### config.mk
export PLATFORM = sky130hd
export DESIGN_NAME = adcemu_spi_slave
export DESIGN_NICKNAME = d
export VERILOG_FILES = /design/src/rtl/adcemu_pkg.sv /design/src/rtl/adcemu_sync.sv /design/src/rtl/adcemu_bank.sv /design/src/rtl/adcemu_rx.sv /design/src/rtl/adcemu_tx.sv /design/src/rtl/adcemu_spi_slave.sv
export SDC_FILE = /design/constraint.sdc
export NUM_CORES = 1
export LEC_CHECK = 0
export ABC_AREA = 1
export CAP_MARGIN = 0
export CORE_ASPECT_RATIO = 0.8
export CORE_UTILIZATION = 35
export CTS_CLUSTER_DIAMETER = 60
export DETAILED_ROUTE_END_ITERATION = 16
export GPL_ROUTABILITY_DRIVEN = 1
export GPL_TIMING_DRIVEN = 1
export SLEW_MARGIN = 25
export SYNTH_ARGS = -nofsm -noshare
export SYNTH_HDL_FRONTEND = slang
export SYNTH_SLANG_ARGS = --single-unit
### constraint.sdc
create_clock -name clk -period 2.18 [get_ports clk]
set_input_delay 0.436 -clock clk [delete_from_list [all_inputs] [get_ports clk]]
set_output_delay 0.436 -clock clk [all_outputs]
set_load 0.01 [all_outputs]
### src/rtl/adcemu_pkg.sv
package adcemu_pkg;
  localparam int FRAME_BITS  = 16;
  localparam int SAMPLE_W    = 12;
  localparam int ADDR_W      = 3;
  localparam int ADDR_LSB    = 11;
  localparam int NARROW_DROP = 2;

  typedef logic [ADDR_W-1:0]     chan_t;
  typedef logic [SAMPLE_W-1:0]   sample_t;
  typedef logic [FRAME_BITS-1:0] frame_t;

  // channel field of a received command
  function automatic chan_t cmd_channel(input frame_t cmd);
    return cmd[ADDR_LSB +: ADDR_W];
  endfunction

  // reply word: zero header, sample, optional cleared low bits
  function automatic frame_t reply_frame(input sample_t s, input logic narrow);
    sample_t v;
    v = s;
    if (narrow) v[NARROW_DROP-1:0] = '0;
    return {{(FRAME_BITS-SAMPLE_W){1'b0}}, v};
  endfunction

  // msb-first shift with a new bit at the bottom
  function automatic frame_t shift_in(input frame_t r, input logic b);
    return {r[FRAME_BITS-2:0], b};
  endfunction
endpackage

### src/rtl/adcemu_sync.sv
module adcemu_sync #(
  parameter int          W       = 1,
  parameter int          STAGES  = 2,
  parameter logic [W-1:0] RST_VAL = '0
) (
  input  logic         clk,
  input  logic         rst_n,
  input  logic [W-1:0] d,
  output logic [W-1:0] q,
  output logic [W-1:0] q_d
);
  for (genvar b = 0; b < W; b++) begin : g_bit
    logic [STAGES:0] chain;
    always_ff @(posedge clk or negedge rst_n) begin
      if (!rst_n) chain <= {(STAGES+1){RST_VAL[b]}};
      else        chain <= {chain[STAGES-1:0], d[b]};
    end
    assign q[b]   = chain[STAGES-1];
    assign q_d[b] = chain[STAGES];
  end
endmodule

### src/rtl/adcemu_bank.sv
module adcemu_bank
  import adcemu_pkg::*;
#(
  parameter int CH_NUM = 8
) (
  input  logic    clk,
  input  logic    rst_n,
  input  logic    wr_en,
  input  chan_t   wr_chan,
  input  sample_t wr_data,
  input  chan_t   rd_chan,
  output sample_t rd_data
);
  sample_t ent [CH_NUM];

  for (genvar gi = 0; gi < CH_NUM; gi++) begin : g_ent
    always_ff @(posedge clk or negedge rst_n) begin
      if (!rst_n)                                 ent[gi] <= '0;
      else if (wr_en && wr_chan == chan_t'(gi))   ent[gi] <= wr_data;
    end
  end

  always_comb begin
    rd_data = '0;
    for (int i = 0; i < CH_NUM; i++)
      if (rd_chan == chan_t'(i)) rd_data = ent[i];
  end
endmodule

### src/rtl/adcemu_rx.sv
module adcemu_rx
  import adcemu_pkg::*;
(
  input  logic   clk,
  input  logic   rst_n,
  input  logic   win_start,
  input  logic   rise,
  input  logic   bit_in,
  output chan_t  pend_chan,
  output logic   frame_done,
  output frame_t cmd_word
);
  localparam int CNT_W = $clog2(FRAME_BITS);
  localparam logic [CNT_W-1:0] LAST = CNT_W'(FRAME_BITS-1);

  logic [CNT_W-1:0] bit_cnt;
  frame_t           shreg;

  assign cmd_word   = shift_in(shreg, bit_in);
  assign frame_done = rise && (bit_cnt == LAST);

  always_ff @(posedge clk or negedge rst_n) begin
    if (!rst_n) begin
      bit_cnt   <= '0;
      shreg     <= '0;
      pend_chan <= '0;
    end else if (win_start) begin
      bit_cnt   <= '0;
      shreg     <= '0;
      pend_chan <= '0;
    end else if (rise) begin
      shreg   <= cmd_word;
      bit_cnt <= frame_done ? '0 : bit_cnt + 1'b1;
      if (frame_done) pend_chan <= cmd_channel(cmd_word);
    end
  end
endmodule

### src/rtl/adcemu_tx.sv
module adcemu_tx
  import adcemu_pkg::*;
(
  input  logic   clk,
  input  logic   rst_n,
  input  logic   idle,
  input  logic   win_start,
  input  logic   fall,
  input  frame_t reply,
  output logic   miso,
  output logic   miso_oe,
  output logic   frame_start
);
  localparam int CNT_W = $clog2(FRAME_BITS);
  localparam logic [CNT_W-1:0] LAST = CNT_W'(FRAME_BITS-1);

  logic [CNT_W-1:0] fall_cnt;
  frame_t           tx_sh;

  assign frame_start = fall && (fall_cnt == '0);

  always_ff @(posedge clk or negedge rst_n) begin
    if (!rst_n) begin
      fall_cnt <= '0;
      tx_sh    <= '0;
      miso     <= 1'b0;
      miso_oe  <= 1'b0;
    end else begin
      miso_oe <= !idle;
      if (idle) begin
        miso     <= 1'b0;
        fall_cnt <= '0;
      end else if (win_start) begin
        fall_cnt <= '0;
      end else if (fall) begin
        fall_cnt <= (fall_cnt == LAST) ? '0 : fall_cnt + 1'b1;
        if (frame_start) begin
          miso  <= reply[FRAME_BITS-1];
          tx_sh <= shift_in(reply, 1'b0);
        end else begin
          miso  <= tx_sh[FRAME_BITS-1];
          tx_sh <= shift_in(tx_sh, 1'b0);
        end
      end
    end
  end
endmodule

### src/rtl/adcemu_spi_slave.sv
module adcemu_spi_slave
  import adcemu_pkg::*;
#(
  parameter int CH_NUM      = 8,
  parameter int SYNC_STAGES = 2
) (
  input  logic                clk,
  input  logic                rst_n,
  input  logic                spi_sck,
  input  logic                spi_cs_n,
  input  logic                spi_mosi,
  output logic                spi_miso,
  output logic                spi_miso_oe,
  input  logic                narrow_mode,
  input  logic                bank_we,
  input  logic [ADDR_W-1:0]   bank_waddr,
  input  logic [SAMPLE_W-1:0] bank_wdata
);
  // synchronized bus pins: {cs, sck, mosi}
  logic [2:0] pin_s, pin_d;
  logic cs_s, cs_d, sck_s, sck_d, mosi_s;

  adcemu_sync #(.W(3), .STAGES(SYNC_STAGES), .RST_VAL(3'b110)) u_sync (
    .clk(clk), .rst_n(rst_n),
    .d({spi_cs_n, spi_sck, spi_mosi}),
    .q(pin_s), .q_d(pin_d)
  );

  assign cs_s   = pin_s[2];
  assign cs_d   = pin_d[2];
  assign sck_s  = pin_s[1];
  assign sck_d  = pin_d[1];
  assign mosi_s = pin_s[0];

  // named internal events
  logic cs_fall, sck_rise, sck_fall;
  assign cs_fall  = !cs_s && cs_d;
  assign sck_rise = !cs_s &&  sck_s && !sck_d;
  assign sck_fall = !cs_s && !sck_s &&  sck_d;

  chan_t   pend_chan;
  logic    frame_done, frame_start;
  frame_t  cmd_word, reply_word;
  sample_t bank_rd;

  adcemu_rx u_rx (
    .clk(clk), .rst_n(rst_n),
    .win_start(cs_fall), .rise(sck_rise), .bit_in(mosi_s),
    .pend_chan(pend_chan), .frame_done(frame_done), .cmd_word(cmd_word)
  );

  adcemu_bank #(.CH_NUM(CH_NUM)) u_bank (
    .clk(clk), .rst_n(rst_n),
    .wr_en(bank_we), .wr_chan(bank_waddr), .wr_data(bank_wdata),
    .rd_chan(pend_chan), .rd_data(bank_rd)
  );

  assign reply_word = reply_frame(bank_rd, narrow_mode);

  adcemu_tx u_tx (
    .clk(clk), .rst_n(rst_n),
    .idle(cs_s), .win_start(cs_fall), .fall(sck_fall),
    .reply(reply_word),
    .miso(spi_miso), .miso_oe(spi_miso_oe), .frame_start(frame_start)
  );
endmodule

# Yosys cells after proc, flatten, opt, wreduce, memory -nomap -nowiden
# Cells that the tools add are included.
# W data, S select, Z words.
[totals]
output_inout_bits = 2
inputBits = 22
n_memories = 0
register_bits = 146
latchBits = 0
mem_bits_rw = 0
rom_bits = 0
[classes]
muxes = 26
shift = 0
magnitude_cmp = 0
div_mod_pow = 0
bitwise_logic = 2
eq_ne = 17
add_sub_neg = 2
n_reduce_logical = 28
mul = 0
[op_table]
columns = ["operator", "n"]
rows = [
  ["$mux W12", 8],
  ["$mux W4", 7],
  ["$mux W13", 2],
  ["$eq A3 B3 Y1 const B", 8],
  ["$mux W16", 1],
  ["$logic_and A1 B1 Y1", 15],
  ["$eq A3 B2 Y1 const B", 4],
  ["$mux W3", 3],
  ["$add A4 B1 Y4 const B", 2],
  ["$eq A4 B4 Y1 const B", 2],
  ["$eq A3 B1 Y1 const B", 2],
  ["$logic_not A3 Y1", 2],
  ["$reduce_bool A2 Y1", 3],
  ["$logic_not A4 Y1", 1],
  ["$mux W1", 4],
  ["$reduce_and A2 Y1", 2],
  ["$logic_not A1 Y1", 3],
  ["$reduce_and A3 Y1", 1],
  ["$reduce_bool A3 Y1", 1],
  ["$mux W2", 1],
  ["$ne A2 B1 Y1 const B", 1],
  ["$not A1 Y1", 2],
]

# Depth between registers and ports, before layout
[depth]
ltp_word = 11
mapped_depth = 10

# Modules after synthesis
# A second synthesis with hierarchy kept.
[unflattened]
hier_cells = 796
hier_area_um2 = 6795.3
[by_module_without_submodules]
columns = ["module", "area_each_um2", "n_inst", "cells_per_inst", "seq_area_each_um2"]
rows = [
  ["adcemu_bank", 4326.6, 1, 503, 2402.3],
  ["adcemu_tx", 1209.9, 1, 170, 525.5],
  ["adcemu_rx", 935.9, 1, 96, 550.5],
  ["adcemu_sync", 277.8, 1, 15, 232.7],
  ["adcemu_spi_slave", 45.0, 1, 12, 0.0],
]

# Worst setup path after synthesis
# OpenSTA, ideal clock, no wires.
[synth_path]
path_kind = "flip-flop to flip-flop"
from = "register u_sync.g_bit[2].chain[2]"
to = "register u_rx.shreg[12]"
period_less_slack_ns = 1.536
arrival_ns = 1.411
setup_time_ns = 0.125
path_stages_with_launch = 7
t_required_ns = 2.055
path_slack_ns = 0.644
path_cell_list = "dfstp_2 inv_1 nor2_4 inv_2 nand2_1 buf_2 mux2_4"
[synth_via]
elab_chain_cells = 2
word_cells_on_any_way = 3
cone_classes = "mux: 1; reduce/logical: 2"
[synth_rtl]
columns = ["element", "line", "text"]
rows = [
  ["from (decl)", "adcemu_sync.sv:13", "logic [STAGES:0] chain;"],
  ["from (signal assigned)", "adcemu_sync.sv:15", "if (!rst_n) chain <= {(STAGES+1){RST_VAL[b]}};"],
  ["from (signal assigned)", "adcemu_sync.sv:16", "else chain <= {chain[STAGES-1:0], d[b]};"],
  ["$logic_and A1 B1 Y1 *", "adcemu_spi_slave.sv:37", "assign cs_fall = !cs_s && cs_d;"],
  ["$mux W13 or $reduce_bool A2 Y1 (tied branches)", "-", ""],
  ["to (signal assigned)", "adcemu_rx.sv:32", "shreg <= cmd_word;"],
  ["to (decl)", "adcemu_rx.sv:17", "frame_t shreg;"],
]
# Every way passes the cells marked *; elsewhere a longest branch is shown, timed or not.
# A chain may end at the register's enable or synchronous reset.

# Final worst setup path
[layout_path]
from = "register u_sync.g_bit[2].chain[2]"
to = "register u_rx.bit_cnt[3]"
[layout_via]
elab_chain_cells = 2
word_cells_on_any_way = 3
cone_classes = "mux: 1; reduce/logical: 2"
[layout_rtl]
columns = ["element", "line", "text"]
rows = [
  ["$logic_and A1 B1 Y1 *", "adcemu_spi_slave.sv:37", ""],
  ["$mux W4 or $reduce_bool A2 Y1 (tied branches)", "-", ""],
  ["to (signal assigned)", "adcemu_rx.sv:33", "bit_cnt <= frame_done ? '0 : bit_cnt + 1'b1;"],
  ["to (decl)", "adcemu_rx.sv:16", "logic [CNT_W-1:0] bit_cnt;"],
]
# Marked as above.

==> reports/metrics.json <==
{
  "yosys.cell_count.top_type": {"value": "nand2_1"},
  "top_signal_layer_used": {"value": "met4"},
  "power-per-cell-area": {"value": 932, "unit": "nW/um^2"},
  "synth.net_count": {"value": 746},
  "number_of_nets_at_the_end_of_the_flow": {"value": 778},
  "detail-route-antenna-nets": {"value": 0},
  "leakage_power_total": {"value": 3.46, "unit": "nW"},
  "synth-edff-count": {"value": 0},
  "power_frac_clock": {"value": 41.3, "unit": "%"},
  "wl_met2": {"value": 6.51, "unit": "mm"},
  "hold_slack": {"value": 0.359, "unit": "ns"},
  "total_power": {"value": 7.09, "unit": "mW"},
  "startpoint_type": {"value": "flip-flop"},
  "tightestPinTransition": {"value": 0.537, "unit": "ns"},
  "ys_ff_latch": {"value": 145},
  "worstHoldPathType": {"value": "flip-flop to flip-flop"},
  "power.switching_fraction": {"value": 27.1, "unit": "%"},
  "run_status": {"value": "complete, no violations"},
  "maxCapViolations": {"value": 0},
  "post_synth_num_cell_types": {"value": 37},
  "cts.clk_slew.worst_paths": {"value": 0.07, "unit": "ns"},
  "clk-insertion-delay-late": {"value": 0.43, "unit": "ns"},
  "root_buffer": {"value": "clkbuf_16"},
  "layout.cell_area.non_filler": {"value": 7600, "unit": "sq um"},
  "pwr-share-seq": {"value": 47.5, "unit": "%"},
  "worst_ep_arrival_time": {"value": 2.12, "unit": "ns"},
  "cts_buffers": {"value": 17},
  "slew_headroom": {"value": 64.2, "unit": "%"},
  "final_critical_path_setup_slack": {"value": 0.370, "unit": "ns"},
  "cts_resized": {"value": 0},
  "ys_seq_area_share": {"value": 56.3, "unit": "%"},
  "max_rail_drop_vdd": {"value": 0.404, "unit": "mV"},
  "portBuffers": {"value": 23},
  "final_hold_violation_count": {"value": 0},
  "initial_utilization": {"value": 35.7, "unit": "%"},
  "finalWirelength": {"value": 14.8, "unit": "mm"},
  "route.layer.met1.wl": {"value": 7.48, "unit": "mm"},
  "critPathLaunch": {"value": "u_sync.g_bit[2].chain[2]"},
  "async_flop_share": {"value": 100, "unit": "%"},
  "worstSetupPathType": {"value": "flip-flop to flip-flop"},
  "global_route_wire_length_before_repair": {"value": 24.6, "unit": "mm"},
  "pwr-share-comb": {"value": 11.2, "unit": "%"},
  "power_switching": {"value": 1.92, "unit": "mW"},
  "detailroute.via_count": {"value": 4934},
  "synth.yosys.warnings": {"value": 0},
  "design.portCount": {"value": 24},
  "avgRoutedWirePerCell": {"value": 14.8, "unit": "microns"},
  "p_int": {"value": 5.16, "unit": "mW"},
  "core-area": {"value": 18100, "unit": "sq um"},
  "finalCritPeriodShare": {"value": 83.0, "unit": "%"},
  "mappedNetlistArea": {"value": 6460, "unit": "sq um"},
  "rsz0062_at_grt": {"value": "false"},
  "die_w": {"value": 154, "unit": "microns"},
  "detail_route.drc_violations": {"value": 0},
  "tritoncts": {"value": "done"},
  "post-route-min-period": {"value": 1.81, "unit": "ns"},
  "required": {"value": 2.49, "unit": "ns"},
  "area_delta_synth_final": {"value": 17.7, "unit": "%"},
  "setup-tns-final": {"value": 0, "unit": "ns"},
  "fp-row-count": {"value": 44},
  "endpoint_kind": {"value": "flip-flop"},
  "finalSetupViolations": {"value": 0},
  "dpl.cell_count": {"value": 963},
  "antenna_found_initial": {"value": 0},
  "numClockSinks": {"value": 145},
  "synthTopCellsByArea": {"value": "dfrtp_1, nand2_1, o21ai_0"},
  "yosys-top-cells-count": {"value": "nand2_1, dfrtp_1, o21ai_0"},
  "netlist_instances": {"value": 721},
  "timing.critical_path.fanout_max": {"value": 15},
  "skew": {"value": 0.0118, "unit": "ns"},
  "max_clock_freq": {"value": 552, "unit": "MHz"},
  "grt_util_all_layers": {"value": 16.7, "unit": "%"},
  "initialDrtViolationCount": {"value": 387},
  "layout-drive-gt1-share": {"value": 12.1, "unit": "%"},
  "grt_overflow_total": {"value": 0},
  "dp_slack": {"value": 0.331, "unit": "ns"},
  "vias_in_the_first_global_route": {"value": 4674},
  "area_leader_netlist": {"value": "dfrtp_1"},
  "synth_top_area_share": {"value": 53.8, "unit": "%"},
  "met3RoutedLength": {"value": 614, "unit": "microns"},
  "detailedRoute.firstPassIterationCount": {"value": 5},
  "worstHoldStart": {"value": "u_sync.g_bit[1].chain[0]"},
  "count_of_final_max_slew_check_failures": {"value": 0},
  "finalWeightedCongestion": {"value": 0.753},
  "worst_r2r_startpoint": {"value": "u_sync.g_bit[2].chain[2]"},
  "ys_dominant_reg_cell": {"value": "dfrtp_1"},
  "dpl-instance-area": {"value": 7010, "unit": "sq um"},
  "fin_util": {"value": 42.0, "unit": "%"},
  "detailed_place_hpwl": {"value": 9.73, "unit": "mm"},
  "cts_buffer_depth": {"value": 2},
  "mean_number_of_vias_per_cell": {"value": 4.95},
  "instances_no_fill": {"value": 996},
  "grt_start_max_net_pins": {"value": 52},
  "synthesis.area_per_instance": {"value": 8.96, "unit": "sq um"},
  "antenna-diode-count": {"value": 0},
  "clock_tree.htree_level_count": {"value": 4},
  "die_area": {"value": 19000, "unit": "sq um"},
  "die-height": {"value": 124, "unit": "microns"}
}
## critical path, stage by stage, from the launching register on
cell	delay, ns
dfstp_2	0.52
inv_1	0.12
nor2_4	0.25
inv_2	0.18
nand2_1	0.25
nand4_1	0.15
xor2_1	0.17
nor2_1	0.05
## power by group through the flow
| stage | combinational (mW) | clock, mW | sequential [mW] |
|---|---|---|---|
| 2_1_floorplan | 0.550 | 0 | 3.35 |
| 3_3_place_gp | 0.789 | 0 | 3.40 |
| 3_5_place_dp | 0.815 | 0 | 3.40 |
| 4_1_cts | 0.820 | 2.97 | 3.36 |
| 5_1_grt | 0.938 | 3.11 | 3.41 |
| 6_report | 0.797 | 2.93 | 3.36 |
## repair_timing
action	4_1_cts	5_1_grt
hold buffers	1	0
endpoints found under the setup margin	0	0
endpoints found under the hold margin	35	0
buffers inserted	0	0
## routing by layer
layer | GRT usage [%] | vias up
li1 | - | 2461
met1 | 24.3 | 2375
met2 | 24.6 | 82
met3 | 3.29 | 16
met4 | 5.94 | 0
met5 | 0 | -
## worst paths after layout
kind | endpoint | slack [ns] | depth (start not counted)
max | u_rx.bit_cnt[3] | 0.37 | 7
min | u_sync.g_bit[1].chain[1] | 0.36 | 0
max reg2reg | u_rx.bit_cnt[3] | 0.37 | 7
min reg2reg | u_sync.g_bit[1].chain[1] | 0.36 | 0
max in group asynchronous | u_sync.g_bit[2].chain[2] | 1.03 | 3
min in group asynchronous | u_rx.shreg[8] | 0.54 | 2
## cell families (layout without fill, tap and decap cells)
logic type	count (synthesis)	count (layout)	share of synthesized area, %
simple gates	303	303	22.0
fa+ha+maj	3	3	0.581
mux	1	1	0.232
buf+inv	102	147	7.34
flops	145	145	56.3
compound gates	164	164	13.2
xor+xnor	3	3	0.407
## cell type report
type                    count  area [sq um]
clock buffers              18           429
clock inverters            14           158
fillers                  1786         10500
inverters                  64           249
multi-input cells         474          2350
flip-flops and latches    145          3640
well taps                 230           288
repair buffers             51           494
## flip-flops by register name, summed over array words and instances (netlist names)
signal / cells
u_bank.ent: 96
u_tx.tx_sh: 15
u_rx.shreg: 13
u_sync.g_bit.chain: 8
u_rx.bit_cnt: 4
u_tx.fall_cnt: 4
u_rx.pend_chan: 3
u_tx.miso: 1
u_tx.miso_oe: 1
## cells in the final DEF, fill, tap and decap left out, types with 3 or more instances in the layout
master           instances
o31ai_1                  5
dfstp_2                  6
nor2_4                   3
o21ai_0                104
buf_4                   23
nand4_1                 39
buf_12                   4
nor2_1                  41
o21ai_1                  4
a21oi_1                 46
clkinv_4                 3
dfrtp_1                139
clkbuf_16               17
nand2_1                163
ha_1                     3
inv_2                    6
clkdlybuf4s50_1         22
clkinvlp_4               5
inv_1                   54
inv_4                    3
nand3_1                 43
(Power assumes the default switching activity.)
